## src/rtl/srt_pkg.sv

```systemverilog
package srt_pkg;
  localparam int unsigned SRT_SB_DEPTH_DEF = 16;
  localparam int unsigned SRT_LQ_DEPTH_DEF = 8;
  localparam int unsigned SRT_REL_W_DEF    = 2;

  function automatic int unsigned srt_min(input int unsigned a, input int unsigned b);
    return (a < b) ? a : b;
  endfunction
endpackage

```

## src/rtl/srt_caster_ring.sv

```systemverilog
module srt_caster_ring #(
  parameter int unsigned DEPTH = srt_pkg::SRT_SB_DEPTH_DEF
) (
  input  logic                       clk,
  input  logic                       rst_n,
  input  logic                       cast_valid,
  input  logic                       res_valid,
  input  logic [$clog2(DEPTH)-1:0]   res_idx,
  input  logic                       sq_valid,
  input  logic [$clog2(DEPTH)-1:0]   sq_idx,
  input  logic                       retire_ok,
  output logic [$clog2(DEPTH):0]     head_ptr,
  output logic [$clog2(DEPTH):0]     tail_ptr,
  output logic [$clog2(DEPTH):0]     head_nxt,
  output logic                       head_resolved,
  output logic [$clog2(DEPTH)-1:0]   sq_dist
);
  localparam int unsigned IW = $clog2(DEPTH);
  localparam int unsigned PW = IW + 1;

  logic [PW-1:0]    head_q, head_d, tail_q, tail_d;
  logic [DEPTH-1:0] resolved_q, resolved_d;
  logic             resolved_we, retire, empty;

  always_comb begin
    empty         = (head_q == tail_q);
    head_resolved = !empty && resolved_q[head_q[IW-1:0]];
    retire        = head_resolved && retire_ok && !sq_valid;
    sq_dist       = sq_idx - head_q[IW-1:0];
    head_d        = retire ? head_q + PW'(1) : head_q;
    if (sq_valid)        tail_d = head_q + {1'b0, sq_dist};
    else if (cast_valid) tail_d = tail_q + PW'(1);
    else                 tail_d = tail_q;
    resolved_we = (cast_valid && !sq_valid) || res_valid;
    resolved_d  = resolved_q;
    if (cast_valid && !sq_valid) resolved_d[tail_q[IW-1:0]] = 1'b0;
    if (res_valid)               resolved_d[res_idx]        = 1'b1;
  end

  always_ff @(posedge clk or negedge rst_n) begin
    if (!rst_n) begin
      head_q     <= '0;
      tail_q     <= '0;
      resolved_q <= '0;
    end else begin
      head_q <= head_d;
      tail_q <= tail_d;
      if (resolved_we) resolved_q <= resolved_d;
    end
  end

  assign head_ptr = head_q;
  assign tail_ptr = tail_q;
  assign head_nxt = head_d;
endmodule

```

## src/rtl/srt_release_fifo.sv

```systemverilog
module srt_release_fifo #(
  parameter int unsigned DEPTH    = srt_pkg::SRT_LQ_DEPTH_DEF,
  parameter int unsigned SB_DEPTH = srt_pkg::SRT_SB_DEPTH_DEF,
  parameter int unsigned REL_W    = srt_pkg::SRT_REL_W_DEF
) (
  input  logic                             clk,
  input  logic                             rst_n,
  input  logic                             push,
  input  logic [$clog2(DEPTH)-1:0]         push_lq,
  input  logic [$clog2(SB_DEPTH)-1:0]      push_stamp,
  input  logic [$clog2(SB_DEPTH)-1:0]      sb_head,
  input  logic                             head_resolved,
  input  logic                             sq_valid,
  input  logic [$clog2(SB_DEPTH)-1:0]      sq_dist,
  output logic [REL_W-1:0]                 rel_valid,
  output logic [REL_W*$clog2(DEPTH)-1:0]   rel_lq,
  output logic                             hold
);
  localparam int unsigned LW  = $clog2(DEPTH);
  localparam int unsigned LPW = LW + 1;
  localparam int unsigned IW  = $clog2(SB_DEPTH);

  logic [LW-1:0]  lq_q [DEPTH];
  logic [IW-1:0]  st_q [DEPTH];
  logic [LPW-1:0] head_q, head_d, tail_q, tail_d, count, npop, kept;
  logic           run;
  logic [LW-1:0]  slot;
  logic [IW-1:0]  age;

  always_comb begin
    count  = tail_q - head_q;
    run    = head_resolved && !sq_valid;
    npop   = '0;
    rel_lq = '0;
    for (int k = 0; k < REL_W; k++) begin
      slot = head_q[LW-1:0] + LW'(k);
      run  = run && (LPW'(k) < count) && (st_q[slot] == sb_head);
      rel_valid[k]        = run;
      rel_lq[k*LW +: LW]  = lq_q[slot];
      npop = npop + LPW'(run);
    end
    slot = head_q[LW-1:0] + LW'(REL_W);
    hold = run && (LPW'(REL_W) < count) && (st_q[slot] == sb_head);

    kept = '0;
    for (int j = 0; j < DEPTH; j++) begin
      slot = head_q[LW-1:0] + LW'(j);
      age  = st_q[slot] - sb_head;
      if ((LPW'(j) < count) && (age < sq_dist)) kept = kept + LPW'(1);
    end

    head_d = head_q + npop;
    if (sq_valid)  tail_d = head_q + kept;
    else if (push) tail_d = tail_q + LPW'(1);
    else           tail_d = tail_q;
  end

  always_ff @(posedge clk or negedge rst_n) begin
    if (!rst_n) begin
      head_q <= '0;
      tail_q <= '0;
    end else begin
      head_q <= head_d;
      tail_q <= tail_d;
    end
  end

  always_ff @(posedge clk) begin
    if (push && !sq_valid) begin
      lq_q[tail_q[LW-1:0]] <= push_lq;
      st_q[tail_q[LW-1:0]] <= push_stamp;
    end
  end
endmodule

```

## src/rtl/shadow_release_tracker.sv

```systemverilog
module shadow_release_tracker #(
  parameter int unsigned SB_DEPTH = srt_pkg::SRT_SB_DEPTH_DEF,
  parameter int unsigned LQ_DEPTH = srt_pkg::SRT_LQ_DEPTH_DEF,
  parameter int unsigned REL_W    = srt_pkg::SRT_REL_W_DEF
) (
  input  logic                                clk,
  input  logic                                rst_n,
  input  logic                                cast_valid,
  output logic [$clog2(SB_DEPTH)-1:0]         cast_idx,
  input  logic                                res_valid,
  input  logic [$clog2(SB_DEPTH)-1:0]         res_idx,
  input  logic                                ld_valid,
  input  logic [$clog2(LQ_DEPTH)-1:0]         ld_lq_idx,
  output logic                                ld_shadowed,
  input  logic                                sq_valid,
  input  logic [$clog2(SB_DEPTH)-1:0]         sq_idx,
  output logic [REL_W-1:0]                    rel_valid,
  output logic [REL_W*$clog2(LQ_DEPTH)-1:0]   rel_lq_idx
);
  localparam int unsigned IW = $clog2(SB_DEPTH);
  localparam int unsigned PW = IW + 1;

  logic [PW-1:0] head_ptr, tail_ptr, head_nxt;
  logic          head_resolved, hold;
  logic [IW-1:0] sq_dist, ld_stamp;

  srt_caster_ring #(.DEPTH(SB_DEPTH)) u_ring (
    .clk(clk), .rst_n(rst_n),
    .cast_valid(cast_valid), .res_valid(res_valid), .res_idx(res_idx),
    .sq_valid(sq_valid), .sq_idx(sq_idx), .retire_ok(!hold),
    .head_ptr(head_ptr), .tail_ptr(tail_ptr), .head_nxt(head_nxt),
    .head_resolved(head_resolved), .sq_dist(sq_dist)
  );

  always_comb begin
    ld_shadowed = ld_valid && !sq_valid && (cast_valid || (tail_ptr != head_nxt));
    ld_stamp    = cast_valid ? tail_ptr[IW-1:0] : tail_ptr[IW-1:0] - IW'(1);
  end

  srt_release_fifo #(.DEPTH(LQ_DEPTH), .SB_DEPTH(SB_DEPTH), .REL_W(REL_W)) u_relq (
    .clk(clk), .rst_n(rst_n),
    .push(ld_shadowed), .push_lq(ld_lq_idx), .push_stamp(ld_stamp),
    .sb_head(head_ptr[IW-1:0]), .head_resolved(head_resolved),
    .sq_valid(sq_valid), .sq_dist(sq_dist),
    .rel_valid(rel_valid), .rel_lq(rel_lq_idx), .hold(hold)
  );

  assign cast_idx = tail_ptr[IW-1:0];
endmodule

```

## config.mk

```make
export PLATFORM = sky130hd
export DESIGN_NAME = shadow_release_tracker
export DESIGN_NICKNAME = d
export VERILOG_FILES = /design/src/rtl/srt_pkg.sv /design/src/rtl/srt_caster_ring.sv /design/src/rtl/srt_release_fifo.sv /design/src/rtl/shadow_release_tracker.sv
export SDC_FILE = /design/constraint.sdc
export NUM_CORES = 1
export LEC_CHECK = 0
export BUFFER_PORTS_ARGS = -buffer_cell sky130_fd_sc_hd__clkbuf_2
export CAP_MARGIN = 10
export CORE_UTILIZATION = 45
export CTS_CLUSTER_DIAMETER = 150
export DETAILED_ROUTE_END_ITERATION = 10
export GPL_ROUTABILITY_DRIVEN = 1
export SLEW_MARGIN = 20
export SYNTH_ARGS = -nofsm -noshare
export SYNTH_HDL_FRONTEND = slang
export SYNTH_SLANG_ARGS = --single-unit
```

## constraint.sdc

```tcl
create_clock -name clk -period 26.6 [get_ports clk]
set_input_delay 2.66 -clock clk [delete_from_list [all_inputs] [get_ports clk]]
set_output_delay 2.66 -clock clk [all_outputs]
set_load 0.03 [all_outputs]
```

==> impl_results.md, run 1 <==
* DRC Markers at 0
* Post-CTS Setup Inserts at 0
* Post-route minimum period at 10.40 ns
* Post-Syn Nets at 847
* GRT Overall Usage at 22.4%
* RSZ-0062 raised after global routing: no
* Vias in the first global route at 5,815
* Via density at 5.88
* Most numerous cell on the critical path: ha_1
* Yosys warning count at 0
* Grt ovf at 0
* Initial Utilization at 46.6%
* Syn avg cell area at 11.1 µm²
* Grt met3 use at 2.41%
* Max_cap viols at 0
* DRT Wirelength at 19,600 µm
* GR Util met1 at 30.7%
* Max Clock Freq at 96.1 MHz
* # setup viols final at 0
* Post-synthesis cell count at 738
* Initial antenna violation count at 0
* Grt peak-use layer: met2
* Clock H-tree levels at 3
* Max_slew headroom at 33.5%
* Clk pin slew, worst setup/hold paths at 0.07 ns
* Slew Limit Fails at 0
* Fin Setup TNS at 0 ns
* Clk sinks at 90
* GP Congestion at 0.943
* Largest net degree at the start of global routing at 49
* Diode count at 0
* Die W at 137 µm
* Core Rows at 48
* Fin nets at 863
* CTS Buffer Depth at 2
* Root buf cell: clkbuf_16
* Die height at 137 µm
* Core area at 17,500 µm²
* Tightest Hold Check Type: reg2reg
* Post-CTS Resized at 0
* Fillers at 1,584
* Top FF cell, synth: edfxtp_1
* Hold Fails Final Rpt at 0
* Routed Antenna Nets at 0
* CTS tree: built
* Unique masters post-synth at 79
* Post-synthesis sequential area ratio at 31.0%
* TritonRoute pass-1 iters at 5
* Worst-skew pair later-pin latency at 0.34 ns
* Mapped cell area at 8170 µm²
* Data arrival, critical path at 10.67 ns
* Via count at 5,790
* Status: finished clean
* Post-synth EDFFs at 56
* Global-route wire length before repair at 31,600 µm
* Drt wl/cell at 19.9 µm
* Reg area at 2530 µm²
* Final clock skew at 0.00915 ns
* Worst slew pin tran at 0.996 ns
* Area taken by multi-input logic gates at 5370 µm²
* CTS hold repair buffers at 0
* Critical path class: in2reg
* Crit path max fanout at 8
* Critical-path top delay cell: or4b_1
* P&R area growth vs syn at 7.95%
* Hpwl dp at 15,200 µm
* CTS buffer count at 9
* Critical path capture point type: flip-flop
* Largest stage delay on the critical path at 0.52 ns
* Post-synth ARST share at 37.8%
* PortBufs at 29
* Met2 usage at 37.6%
* Startpoint types: primary input
* I/O pin total at 30
* Die Area at 18,700 µm²
* Share of cells above drive strength 1 at 18.6%
* Crit path required time at 26.86 ns
* Fin crit share at 39.1%
* Yosys reg bits at 90
* First DRT Iteration DRCs at 380
## state kept, by name (all words and copies together), names as in the netlist
name and flops:
u_relq.head_q 4, u_relq.lq_q 24, u_relq.st_q 32, u_relq.tail_q 4, u_ring.head_ptr 5, u_ring.resolved_q 16, u_ring.tail_ptr 5
## worst paths after layout
| check | startpoint | depth (start not counted) | end | slack [ns] |
|---|---|---|---|---|
| worst max-delay path | sq_idx[0] | 36 | u_relq.tail_q[3]$_DFFE_PN0P_ | 16.20 |
| worst min-delay path | u_ring.resolved_q[7]$_DFFE_PN0P_ | 2 | u_ring.resolved_q[7]$_DFFE_PN0P_ | 0.51 |
| worst max register to register | u_relq.head_q[0]$_DFF_PN0_ | 38 | u_relq.tail_q[3]$_DFFE_PN0P_ | 16.77 |
| worst min register to register | u_ring.resolved_q[7]$_DFFE_PN0P_ | 2 | u_ring.resolved_q[7]$_DFFE_PN0P_ | 0.51 |
| max in group asynchronous | rst_n | 1 | u_relq.head_q[0]$_DFF_PN0_ | 23.56 |
| min in group asynchronous | rst_n | 1 | u_ring.resolved_q[14]$_DFFE_PN0P_ | 2.43 |
## cells in the mapped netlist, types with 3 or more instances
cell | count | area (µm²)
and3_1 | 6 | 37.5
clkbuf_1 | 13 | 48.8
nor2b_1 | 10 | 62.6
nor2_1 | 21 | 78.8
a21o_1 | 18 | 135
and2_1 | 4 | 25.0
nor3_1 | 8 | 40.0
nor4_1 | 3 | 18.8
mux4_2 | 49 | 1100
nand3b_1 | 3 | 22.5
a31oi_1 | 3 | 18.8
or3_1 | 4 | 25.0
dfrtp_1 | 34 | 851
a21oi_1 | 25 | 125
xnor2_1 | 39 | 342
buf_6 | 3 | 33.8
buf_4 | 5 | 37.5
inv_1 | 35 | 131
nand4_1 | 4 | 25.0
ha_1 | 79 | 988
buf_1 | 9 | 33.8
fa_1 | 13 | 260
nand2_1 | 76 | 285
mux2_2 | 9 | 101
mux2i_1 | 19 | 190
nand2b_1 | 13 | 81.3
or2_2 | 5 | 31.3
nor3b_2 | 3 | 37.5
xor2_1 | 39 | 342
o21ai_1 | 6 | 30.0
nand3_1 | 8 | 40.0
a211oi_1 | 3 | 22.5
o21ai_0 | 51 | 255
o21a_1 | 4 | 30.0
edfxtp_1 | 56 | 1680
## cells by family (layout without fill, tap and decap cells)
kind of cell	after synthesis	count (layout)	synth area share [%]
adders and majority gates	92	92	15.3
DFF	90	90	31.0
buffers and inverters	67	88	3.62
muxes	77	77	17.1
xor gates and xnor gates	80	80	8.85
and+or+nand+nor	189	189	12.5
AOI/OAI and AO/OA	143	143	11.6
## worst max-delay path, delay by kind of cell
kind                     cells  cell delay [ns]
XOR/XNOR                     4             0.78
buffers and inverters        5             0.53
adder cells (fa/ha/maj)      8             2.43
multiplexers                 1             0.29
AND/OR/NAND/NOR              7             2.11
AO/OA/AOI/OAI               11             1.83
## layout make-up
class / instances / share of cell area, %
Inverter: 35 / 1.49
Clock buffer: 9 / 2.55
Sequential cell: 90 / 28.7
Clock inverter: 7 / 0.795
Tap cell: 225 / 3.19
Timing Repair Buffer: 37 / 2.33
Multi-Input combinational cell: 581 / 60.9
## layout by cell type (no fill, tap or decap), types with 3 or more instances in the layout
cell type,count
and2_1,4
fa_1,13
clkbuf_2,29
a21o_1,18
a31oi_1,3
edfxtp_1,56
xor2_1,39
dfrtp_1,33
xnor2_1,39
nor2b_1,10
nand2_1,76
mux2_2,9
a21oi_1,25
a211oi_1,3
inv_6,3
buf_4,8
o21a_1,4
mux4_2,49
nor4_1,3
and3_1,6
o21ai_0,51
nand4_1,4
ha_1,79
clkbuf_16,9
nand3b_1,3
o21ai_1,6
mux2i_1,19
nand2b_1,13
or3_1,4
nor2_1,21
nand3_1,8
nor3_1,8
or2_2,5
inv_1,35
nor3b_2,3
## per-layer routing
metal	up-vias	share of wire [%]
met5	-	0
met4	0	1.4
met3	17	3.3
met2	126	49
met1	2876	46
li1	2771	-
## metrics by stage
step                area [µm²]  hold slack, ns  instances  worst slack [ns]  util, %
finish                    8820           0.506        984             16.20     50.3
global route              8820           0.548        984             15.80     50.3
CTS                       8810           0.512        984             16.24     50.2
detailed placement        8510           0.495        968             15.91     48.5
global placement          8500           0.487        968             16.16     48.5
floorplan                 8170           0.464        738             16.67        -
Power of run 1 is left out: the tool's default activity adds up to more than one toggle a clock period on the data nets, which glitch-free logic cannot reach.
==> inputs of run 2 (changes only) <==
==> constraint.sdc (replaced) <==
create_clock -name clk -period 8.65 [get_ports clk]
set_input_delay 0.865 -clock clk [delete_from_list [all_inputs] [get_ports clk]]
set_output_delay 0.865 -clock clk [all_outputs]
set_load 0.03 [all_outputs]
==> run 2 against run 1 <==
Die area did not move. Core utilization up 2.4 points. Global-route usage rose by 0.16 points. Clock-buffer cell count did not move. Critical path depth is 1 higher. Via count up 3.3%. Register-to-register slack got worse by 17 ns. Non-clock buffer count increased by 27. Setup slack lost 16 ns. Cell area increased by 4.8%. Final cell count rose by 2.7%. Routed wire length is 2.5% higher. Critical path type is now reg2reg.
==> impl_results.md, run 2 (synthesis gave the netlist of run 1 again) <==
* Status: finished clean
* Post-route minimum period at 8.48 ns
* Hold Fails Final Rpt at 0
* Fin nets at 890
* GP Congestion at 0.920
* Critical path class: reg2reg
* Data arrival, critical path at 8.74 ns
* Critical path capture point type: flip-flop
* Initial antenna violation count at 0
* Crit path required time at 8.91 ns
* Most frequent cells in the layout: nand2_1, ha_1, edfxtp_1, o21ai_0, mux4_2
* Die height at 137 µm
* Worst slew pin tran at 1.06 ns
* Most common cell after layout, fill and taps aside: nand2_1
* Max_slew headroom at 28.9%
* # setup viols final at 0
* First DRT Iteration DRCs at 369
* Fillers at 1,568
* Crit path max fanout at 7
* Most numerous cell on the critical path: ha_4
* GRT Overall Usage at 22.6%
* Core area at 17,500 µm²
* Fin crit share at 98.0%
* TritonRoute pass-1 iters at 4
* Initial Utilization at 46.6%
* P&R area growth vs syn at 13.1%
* Grt ovf at 0
* Routed Antenna Nets at 0
* Critical-path top delay cell: fa_2
* Die Area at 18,700 µm²
* Slew Limit Fails at 0
* Clock H-tree levels at 3
* I/O pin total at 30
* Reg area at 2530 µm²
* CTS buffer count at 9
* Final clock skew at 0.0116 ns
* Clk sinks at 90
* Clk pin slew, worst setup/hold paths at 0.07 ns
* Largest net degree at the start of global routing at 49
* Startpoint types: flip-flop
* Via count at 5,980
* DRT Wirelength at 20,100 µm
* Max_cap viols at 0
* Die W at 137 µm
* CTS hold repair buffers at 0
* Cell area after layout at 9240 µm²
* CTS Buffer Depth at 2
* Global-route wire length before repair at 31,700 µm
* Share of cells above drive strength 1 at 23.9%
* PortBufs at 29
* Via density at 5.91
* Max Clock Freq at 118 MHz
* Largest stage delay on the critical path at 0.56 ns
* RSZ-0062 raised after global routing: yes
* DRC Markers at 0
* Root buf cell: clkbuf_16
* Vias in the first global route at 5,927
* CTS tree: built
* Worst-skew pair later-pin latency at 0.34 ns
* Tightest Hold Check Type: reg2reg
* Max FFs per register at 32
* Drt wl/cell at 19.9 µm
* Diode count at 0
* Cell Area, Placed at 8660 µm²
* Core Rows at 48
* Hpwl dp at 15,300 µm
* Area taken by multi-input logic gates at 5500 µm²
-- run 2: critical path: cells and delay by family (launching register included) --
kind	cells	cell delay [ns]
AO/OA/AOI/OAI	12	2.07
buffers and inverters	3	0.18
adder cells (fa/ha/maj)	9	2.53
AND/OR/NAND/NOR	7	1.81
flip-flops	1	0.41
multiplexers	3	0.99
XOR/XNOR	3	0.40
-- run 2: repair_timing --
action                     4_1_cts  5_1_grt
cloned                           0        1
gates resized for setup          2       23
setup endpoints to repair        1        1
pin swaps                        1       22
buffers inserted                 1        9
-- run 2: per-layer routing --
layer / vias to the layer above / track usage, % / wire length [µm]
met4: 0 / 8.64 / 590
li1: 2825 / - / -
met3: 35 / 2.93 / 842
met1: 2960 / 31.2 / 9040
met2: 160 / 36.1 / 9640
met5: - / 0 / 0
-- run 2: stage by stage --
step           worst slack, ns  hold slack (ns)  TNS (ns)  std cells  util [%]
6_report                 0.172            0.525         0       1011      52.7
3_3_place_gp             0.144            0.489         0        984      49.4
3_5_place_dp           -0.0748            0.503   -0.0748        984      49.4
5_1_grt                 -0.175            0.547    -0.175       1011      52.7
2_1_floorplan           0.0133            0.464         0        738         -
4_1_cts                0.00342            0.521         0       1001      51.4
-- run 2: cell type report --
| cell class | instances | area share, % |
|---|---|---|
| Clock buffer | 9 | 2.44 |
| Clock inverter | 7 | 1.10 |
| Inverter | 35 | 1.45 |
| Multi-Input combinational cell | 581 | 59.5 |
| Sequential cell | 90 | 27.4 |
| Tap cell | 225 | 3.05 |
| Timing Repair Buffer | 64 | 5.09 |
-- run 2: final timing paths --
kind / startpoint / end / slack, ns / depth (start not counted)
max in group asynchronous: rst_n / u_relq.head_q[0]$_DFF_PN0_ / 7.44 / 1
worst min-delay path: u_ring.resolved_q[2]$_DFFE_PN0P_ / u_ring.resolved_q[2]$_DFFE_PN0P_ / 0.53 / 2
worst max-delay path: u_relq.head_q[0]$_DFF_PN0_ / u_relq.tail_q[3]$_DFFE_PN0P_ / 0.17 / 37
worst min register to register: u_ring.resolved_q[2]$_DFFE_PN0P_ / u_ring.resolved_q[2]$_DFFE_PN0P_ / 0.53 / 2
min in group asynchronous: rst_n / u_ring.resolved_q[10]$_DFFE_PN0P_ / 0.63 / 1
worst max register to register: u_relq.head_q[0]$_DFF_PN0_ / u_relq.tail_q[3]$_DFFE_PN0P_ / 0.17 / 37
Power of run 2 is left out for the same reason.
==> inputs of run 3 (changes only) <==
--- a/config.mk
+++ b/config.mk
@@ -7,11 +7,15 @@
 export LEC_CHECK = 0
 export BUFFER_PORTS_ARGS = -buffer_cell sky130_fd_sc_hd__clkbuf_2
 export CAP_MARGIN = 10
+export CELL_PAD_IN_SITES_DETAIL_PLACEMENT = 0
+export CELL_PAD_IN_SITES_GLOBAL_PLACEMENT = 1
 export CORE_UTILIZATION = 45
 export CTS_CLUSTER_DIAMETER = 150
 export DETAILED_ROUTE_END_ITERATION = 10
 export GPL_ROUTABILITY_DRIVEN = 1
+export PLACE_DENSITY_LB_ADDON = 0.1
 export SLEW_MARGIN = 20
 export SYNTH_ARGS = -nofsm -noshare
 export SYNTH_HDL_FRONTEND = slang
 export SYNTH_SLANG_ARGS = --single-unit
+export TNS_END_PERCENT = 50
==> run 3 against run 2 <==
Largest cell class unchanged. Register-to-register slack better by 0.07 ns. Clock skew is 0.0014 ns lower. First-iteration DRC count is 3.5% lower. Critical path depth is 1 higher. Non-clock buffer count is 7 higher. Core utilization is 0.11 points higher. Final cell count is 0.69% higher. Cell area is 0.22% higher. Maximum frequency is 0.84% higher. Die area stayed put.
==> impl_results.md, run 3 (synthesis gave the netlist of run 1 again) <==
* CTS tree: built
* Routed Antenna Nets at 0
* R2R Setup Slk at 0.24 ns
* Clk pin slew, worst setup/hold paths at 0.07 ns
* Drt wl/cell at 20.6 µm
* Final non-filler cell total at 1,018
* Hpwl dp at 16,300 µm
* Most frequent cells in the layout: nand2_1, ha_1, edfxtp_1, mux4_2, o21ai_0
* I/O pin total at 30
* Grt ovf at 0
* Crit path required time at 8.92 ns
* # setup viols final at 0
* Hold Worst Slack at 0.511 ns
* Fin crit share at 97.2%
* Die height at 137 µm
* Place WS at -0.0926 ns
* Data arrival, critical path at 8.68 ns
* Initial Utilization at 46.6%
* Die Area at 18,700 µm²
* Max FFs per register at 32
* Clock H-tree levels at 3
* P&R area growth vs syn at 13.4%
* Min-Delay Endpoint: u_ring.resolved_q[1]$_DFFE_PN0P_
* DRT Wirelength at 20,900 µm
* Cell area after layout at 9260 µm²
* Global-route wire length before repair at 32,800 µm
* Reg-to-reg endpoint: u_relq.tail_q[3]$_DFFE_PN0P_
* CTS buffer count at 9
* Final clock skew at 0.0101 ns
* Worst-skew pair later-pin latency at 0.35 ns
* Core Rows at 48
* WHS Path Cells at 2
* TritonRoute pass-1 iters at 5
* Reg2Reg Launch Point: u_relq.head_q[0]$_DFF_PN0_
* CTS Buffer Depth at 2
* PortBufs at 29
* Critical path class: reg2reg
* Max_slew headroom at 29.0%
* GP Congestion at 0.866
* Critical path capture point type: flip-flop
* Post-route setup slack at 0.242 ns
* Via density at 5.86
* Fin nets at 897
* Startpoint types: flip-flop
* Diode count at 0
* Share of cells above drive strength 1 at 24.7%
* Critical-path top delay cell: mux4_2
* Cell Area, Placed at 8660 µm²
* Max_cap viols at 0
* Worst Setup SP: u_relq.head_q[0]$_DFF_PN0_
* Status: finished clean
* DRC Markers at 0
* Post-Place Cells at 985
* Core area at 17,500 µm²
* Initial antenna violation count at 0
* Root buf cell: clkbuf_16
* Hold Fails Final Rpt at 0
* Die W at 137 µm
* R2R cell count at 38
* Tightest Hold Check Type: reg2reg
* Largest stage delay on the critical path at 0.53 ns
* RSZ-0062 raised after global routing: yes
* Crit path max fanout at 8
* Worst slew pin tran at 1.06 ns
* Slew Limit Fails at 0
* CP bufs+invs at 4
* Max Clock Freq at 119 MHz
* Hold Startpoint: u_ring.resolved_q[1]$_DFFE_PN0P_
* CP delay by family, top: adder cells
* Clk sinks at 90
* CTS hold repair buffers at 0
* First DRT Iteration DRCs at 356
* GRT Overall Usage at 23.5%
* Most common cell after layout, fill and taps aside: nand2_1
* Largest net degree at the start of global routing at 35
* Via count at 5,970
* Vias in the first global route at 6,001
* Most numerous cell on the critical path: ha_1
* Post-route minimum period at 8.41 ns
-- run 3: cell count changes in the layout (fill, tap and decap cells not counted), sizes merged --
| cell | previous run | this run |
|---|---|---|
| inv | 37 | 39 |
| clkbuf | 39 | 40 |
| buf | 34 | 40 |
| bufinv | 2 | 0 |
| clkinvlp | 1 | 0 |
| clkinv | 2 | 3 |
-- run 3: worst max path at each step --
stage / to / slack [ns] / cells past startpoint
5_1_grt: u_relq.tail_q[3]$_DFFE_PN0P_ / -0.06 / 37
6_report: u_relq.tail_q[3]$_DFFE_PN0P_ / 0.24 / 38
2_1_floorplan: u_relq.tail_q[3]$_DFFE_PN0P_ / 0.01 / 40
3_5_place_dp: u_relq.tail_q[3]$_DFFE_PN0P_ / -0.09 / 37
4_1_cts: u_relq.tail_q[3]$_DFFE_PN0P_ / 0.04 / 37
3_3_place_gp: u_relq.tail_q[3]$_DFFE_PN0P_ / 0.11 / 35
-- run 3: area by class of cell --
cell class	instances	area, µm²
Timing Repair Buffer	71	532
Multi-Input combinational cell	581	5490
Clock buffer	9	225
Tap cell	225	282
Fill cell	1594	8280
Sequential cell	90	2530
Clock inverter	7	66.3
Inverter	35	131
-- run 3: timing repair --
| action | 4_1_cts | 5_1_grt |
|---|---|---|
| buffers inserted | 4 | 11 |
| pin swaps | 1 | 10 |
| resized for setup | 4 | 28 |
| endpoints found under the setup margin | 1 | 1 |
| cloned | 0 | 2 |
-- run 3: worst reg2reg max path, delay by kind of cell (launching register included) --
family / cells / cell delay [ns]
XOR/XNOR: 3 / 0.44
AND/OR/NAND/NOR: 6 / 1.40
buffers and inverters: 4 / 0.37
adder cells (fa/ha/maj): 9 / 2.67
AO/OA/AOI/OAI: 13 / 2.07
flip-flops: 1 / 0.41
multiplexers: 3 / 0.98
-- run 3: per-stage QoR --
stage               TNS, ns  utilization (%)
CTS                       0             51.4
finish                    0             52.8
floorplan                 0                -
global placement          0             49.4
detailed placement  -0.0926             49.4
global route        -0.0612             52.8
-- run 3: metal layers --
metal / GRT usage, % / part of all wire, % / vias to the layer above
met1: 32.1 / 46 / 2954
li1: - / - / 2843
met4: 6.60 / 1.7 / 0
met2: 39.3 / 49 / 153
met5: 0 / 0 / -
met3: 2.93 / 3.7 / 20
Power of run 3 is left out for the same reason.
